### config.mk
export PLATFORM = sky130hd
export DESIGN_NAME = irq_select
export DESIGN_NICKNAME = d
export VERILOG_FILES = /design/src/rtl/irq_sel_pkg.sv /design/src/rtl/irq_gate.sv /design/src/rtl/irq_lowest.sv /design/src/rtl/irq_select.sv
export SDC_FILE = /design/constraint.sdc
export NUM_CORES = 1
export LEC_CHECK = 0
export ABC_CLOCK_PERIOD_IN_PS = 3000
export BUFFER_PORTS_ARGS = -buffer_cell sky130_fd_sc_hd__buf_2
export CELL_PAD_IN_SITES_DETAIL_PLACEMENT = 2
export CELL_PAD_IN_SITES_GLOBAL_PLACEMENT = 2
export CORE_MARGIN = 5
export CORE_UTILIZATION = 20
export CTS_BUF_LIST = sky130_fd_sc_hd__clkbuf_4
export DETAILED_ROUTE_END_ITERATION = 7
export HOLD_SLACK_MARGIN = 0.02
export PLACE_DENSITY = 0.8
export SETUP_SLACK_MARGIN = 0.3
export SLEW_MARGIN = 0
export SYNTH_ARGS = -nofsm -noshare
export SYNTH_HDL_FRONTEND = slang
export SYNTH_SLANG_ARGS = --single-unit
### constraint.sdc
create_clock -name clk_i -period 3 [get_ports clk_i]
set_input_delay 0.45 -clock clk_i [delete_from_list [all_inputs] [get_ports clk_i]]
set_output_delay 0.45 -clock clk_i [all_outputs]
set_load 0.005 [all_outputs]
### src/rtl/irq_sel_pkg.sv
package irq_sel_pkg;

    // Privilege encoding; the numeric order is used by the gates.
    typedef enum logic [1:0] {
        PRIV_U = 2'd0,
        PRIV_S = 2'd1,
        PRIV_H = 2'd2,
        PRIV_M = 2'd3
    } priv_e;

endpackage

### src/rtl/irq_gate.sv
module irq_gate
    import irq_sel_pkg::*;
#(
    parameter int N = 32
) (
    input  logic [N-1:0] pend_i,
    input  logic [N-1:0] en_i,
    input  logic [N-1:0] deleg_i,
    input  logic         mach_ie_i,
    input  logic         sup_ie_i,
    input  logic [1:0]   priv_i,
    output logic [N-1:0] live_o
);

    logic [N-1:0] cand;
    logic         mach_ok;
    logic         sup_ok;

    always_comb begin
        cand    = pend_i & en_i;
        // machine gate: open below machine level, or at machine with enable
        mach_ok = (priv_i != PRIV_M) || mach_ie_i;
        // supervisor gate: open at user level, or at supervisor with enable
        sup_ok  = (priv_i == PRIV_U) || ((priv_i == PRIV_S) && sup_ie_i);
        live_o  = (cand & ~deleg_i & {N{mach_ok}})
                | (cand &  deleg_i & {N{sup_ok}});
    end

endmodule

### src/rtl/irq_lowest.sv
module irq_lowest #(
    parameter int N  = 32,
    parameter int IW = (N > 1) ? $clog2(N) : 1
) (
    input  logic [N-1:0]  vec_i,
    output logic          found_o,
    output logic [IW-1:0] idx_o
);

    logic [N-1:0] iso;

    // keep only the lowest set bit
    assign iso     = vec_i & (~vec_i + N'(1));
    assign found_o = |vec_i;

    function automatic logic [N-1:0] index_mask(input int b);
        logic [N-1:0] m;
        m = '0;
        for (int i = 0; i < N; i++) begin
            m[i] = ((i >> b) & 1) == 1;
        end
        return m;
    endfunction

    // one OR-reduction per index bit
    for (genvar b = 0; b < IW; b++) begin : g_enc
        assign idx_o[b] = |(iso & index_mask(b));
    end

endmodule

### src/rtl/irq_select.sv
module irq_select
    import irq_sel_pkg::*;
#(
    parameter int XLEN    = 32,
    parameter int NUM_IRQ = 32
) (
    input  logic               clk_i,
    input  logic               rst_i,
    input  logic [NUM_IRQ-1:0] irq_pending_i,
    input  logic [NUM_IRQ-1:0] irq_enable_i,
    input  logic [NUM_IRQ-1:0] deleg_i,
    input  logic               mach_ie_i,
    input  logic               sup_ie_i,
    input  logic [1:0]         priv_i,
    output logic               take_o,
    output logic [XLEN-1:0]    cause_o
);

    localparam int IW = (NUM_IRQ > 1) ? $clog2(NUM_IRQ) : 1;

    typedef struct packed {
        logic            take;
        logic [XLEN-1:0] cause;
    } sel_t;

    logic [NUM_IRQ-1:0] live;
    logic               found;
    logic [IW-1:0]      idx;
    sel_t               sel_d;
    sel_t               sel_q;

    irq_gate #(.N(NUM_IRQ)) u_gate (
        .pend_i    (irq_pending_i),
        .en_i      (irq_enable_i),
        .deleg_i   (deleg_i),
        .mach_ie_i (mach_ie_i),
        .sup_ie_i  (sup_ie_i),
        .priv_i    (priv_i),
        .live_o    (live)
    );

    irq_lowest #(.N(NUM_IRQ), .IW(IW)) u_low (
        .vec_i   (live),
        .found_o (found),
        .idx_o   (idx)
    );

    always_comb begin
        sel_d       = '0;
        sel_d.take  = found;
        if (found) begin
            sel_d.cause[XLEN-1] = 1'b1;
            sel_d.cause[IW-1:0] = idx;
        end
    end

    always_ff @(posedge clk_i) begin
        if (rst_i) begin
            sel_q <= '0;
        end else begin
            sel_q <= sel_d;
        end
    end

    assign take_o  = sel_q.take;
    assign cause_o = sel_q.cause;

endmodule

==> metrics.yaml <==
layout:
  final_cell_count_no_fill: 564
  drive_gt1_share_pct: 29.9
  n_antenna_cell: 0
  areaGrowthSynthToFinish_pct: 31.8
  nets: 535
synthesis:
  muxShareOfSynthArea_pct: 0
  yosysUniqueCellTypes: 52
  post-synth-top-count-cell: "nand2_1"
  avgSynthCellArea_um2: 6.28
  synth_warnings: 0
  yosysTopAreaCell: "buf_4"
  synth_edf_count: 0
  synthAdderAreaFrac_pct: 0
  synth-xor-area-share_pct: 0
  synthSimpleGateAreaFrac_pct: 40.5
  ys_top_cells_by_count: "nand2_1 (42), nand3_1 (41), a21oi_1 (39), buf_4 (28)"
  yosysSeqAreaShare_pct: 5.91
  netlist_area_um2: 2030
  netlist_instances: 324
  synth-compound-area-share_pct: 40.0
  async_flop_share_pct: 0
  synth_seq_cells: 6
  synth_top_family_by_area: "simple AND/OR/NAND/NOR gates"
  synth_area_leaders: "buf_4 (10%), nand3_1 (10%), a21oi_1 (9.6%)"
  synth_top_area_share_pct: 10.3
  synthFlopType: "dfxtp_1"
grt:
  overflow: 0
  antenna_found_initial: 0
  grt_max_degree: 24
  grt_pass1_vias: 3318
  grt_usage_pct: 16.1
  grt_pass1_wl_um: 16900
clock_tree:
  clkTransAtPathRegs_ns: 0.04
  hold_buffers: 0
  cts_tree: "built"
  post_cts_buffers: 0
  cts_buffers: 3
  clockRootBuffer: "clkbuf_4"
  clock-sinks: 6
  ctsResizeCount: 0
  h-tree-depth: 1
  clockBufferDepth: 2
floorplanning:
  start_util_pct: 20.6
  num_rows: 36
  die_w_um: 111
  coreArea_um2: 9860
  die-height_um: 111
  pin_count: 135
  fp.dieArea_um2: 12300
pwr:
  power.density_nw_per_um2: 209
  ir_drop_v: 0.000101
  power_mw: 0.561
  p_leak_nw: 1.19
timing:
  whs_ns: 0.671
  fin_crit_ns: 2.49
  final.setup.tns_ns: 0
  worst_slack_ns: 0.511
  relSlewSlack_pct: 64.7
  fin_crit_sh_pct: 83.0
  fmax_ghz: 0.402
  slew_viol_final: 0
  setup_violations: 0
  tightest_slew_ns: 0.529
  timing_hold_violations_final: 0
  rsz0062_at_grt: "no"
critical_path:
  crit_path_start: "mach_ie_i"
  end_kind: "register"
  start_kind: "input port"
  cp.arrival_ns: 2.58
  required_ns: 3.09
  worstSetupPathType: "in -> reg"
  cp_max_fo: 8
route:
  drc: 0
  vias_per_cell: 5.29
  antenna_left: 0
  first_pass_iters: 4
  wl_per_cell_um: 18.3
  vias: 2985
  first_iter_violations: 114
  wirelength_um: 10300
placement:
  place_congestion: 0.955
  placedCellCount: 561
  io_buffers: 108
  place_ws_ns: 0.147
  dp_hpwl_um: 9040
run:
  maxCapViolCount: 0
min_path:
  hp-class: "in -> reg"
  min-delay-start: "rst_i"
  min_path_cells: 3
  hold_path_end: "take_o"
status:
  status: "finished, final reports clean"
[worst max-delay path: stages]
cell and delay (ns):
buf_2 0.11, and3b_1 0.41, buf_4 0.22, a21oi_2 0.06, a2111oi_4 0.36, nand3_2 0.17, nor3_4 0.35, a41o_1 0.36
a41oi_1 0.09
[per-stage QoR]
stage	area, um2	util [%]
6_report	2680	27.2
5_1_grt	2680	27.2
4_1_cts	2670	27.0
3_5_place_dp	2640	26.8
3_3_place_gp	2640	26.8
2_1_floorplan	2130	-
[how the worst max path moves through the flow]
stage	to	slack (ns)
2_1_floorplan	cause_o[4]	0.73
3_3_place_gp	cause_o[2]	0.28
3_5_place_dp	cause_o[2]	0.15
4_1_cts	cause_o[2]	0.40
5_1_grt	cause_o[3]	0.35
6_report	cause_o[3]	0.51
[layout make-up]
cell class	instances	area [um2]
fill	1257	7180
multi-input combinational	302	1750
timing repair buffer	118	616
tap	133	166
sequential	6	120
clock buffer	3	22.5
inverter	2	7.51
[report_power, final]
part	total (mW)	leakage [nW]	internal [mW]	switching (mW)
Combinational	0.400	1.12	0.160	0.240
Clock	0.0699	0.0138	0.0450	0.0250
Sequential	0.0912	0.0496	0.0887	0.00242
Total	0.561	1.19	0.294	0.268
[layer usage]
| metal | GRT usage, % | part of all wire [%] | up-vias |
|---|---|---|---|
| met5 | 0 | 0 | - |
| met4 | 1.72 | 0.74 | 0 |
| met3 | 3.33 | 6.2 | 10 |
| met2 | 28.6 | 48 | 97 |
| met1 | 20.6 | 45 | 1451 |
| li1 | - | - | 1427 |
[cell families after synthesis]
family | after synthesis
flops | 6
other cells | 1
simple gates | 158
buf+inv | 41
compound gates | 118
[state kept, by name, indices dropped and copies added (netlist names)]
register / cells
take_o: 1
cause_o: 5
[layout by cell type (no fill, tap or decap), drive strengths merged, types with 2 or more instances in the layout]
cell type and count:
a2111oi 2, a211oi 12, a21o 2, a21oi 40
a22oi 5, a2bb2oi 2, a311oi 2, a31oi 7
a32o 2, a32oi 2, a41oi 7, and2 4
and3 4, buf 118, clkbuf 3, conb 26
dfxtp 6, inv 2, nand2 42, nand2b 3
nand3 42, nand3b 22, nand4 10, nor2 22
nor2b 3, nor3 2, o2111ai 4, o211ai 3
o21ai 14, o22ai 3
Power figures use the tool's default switching activity.
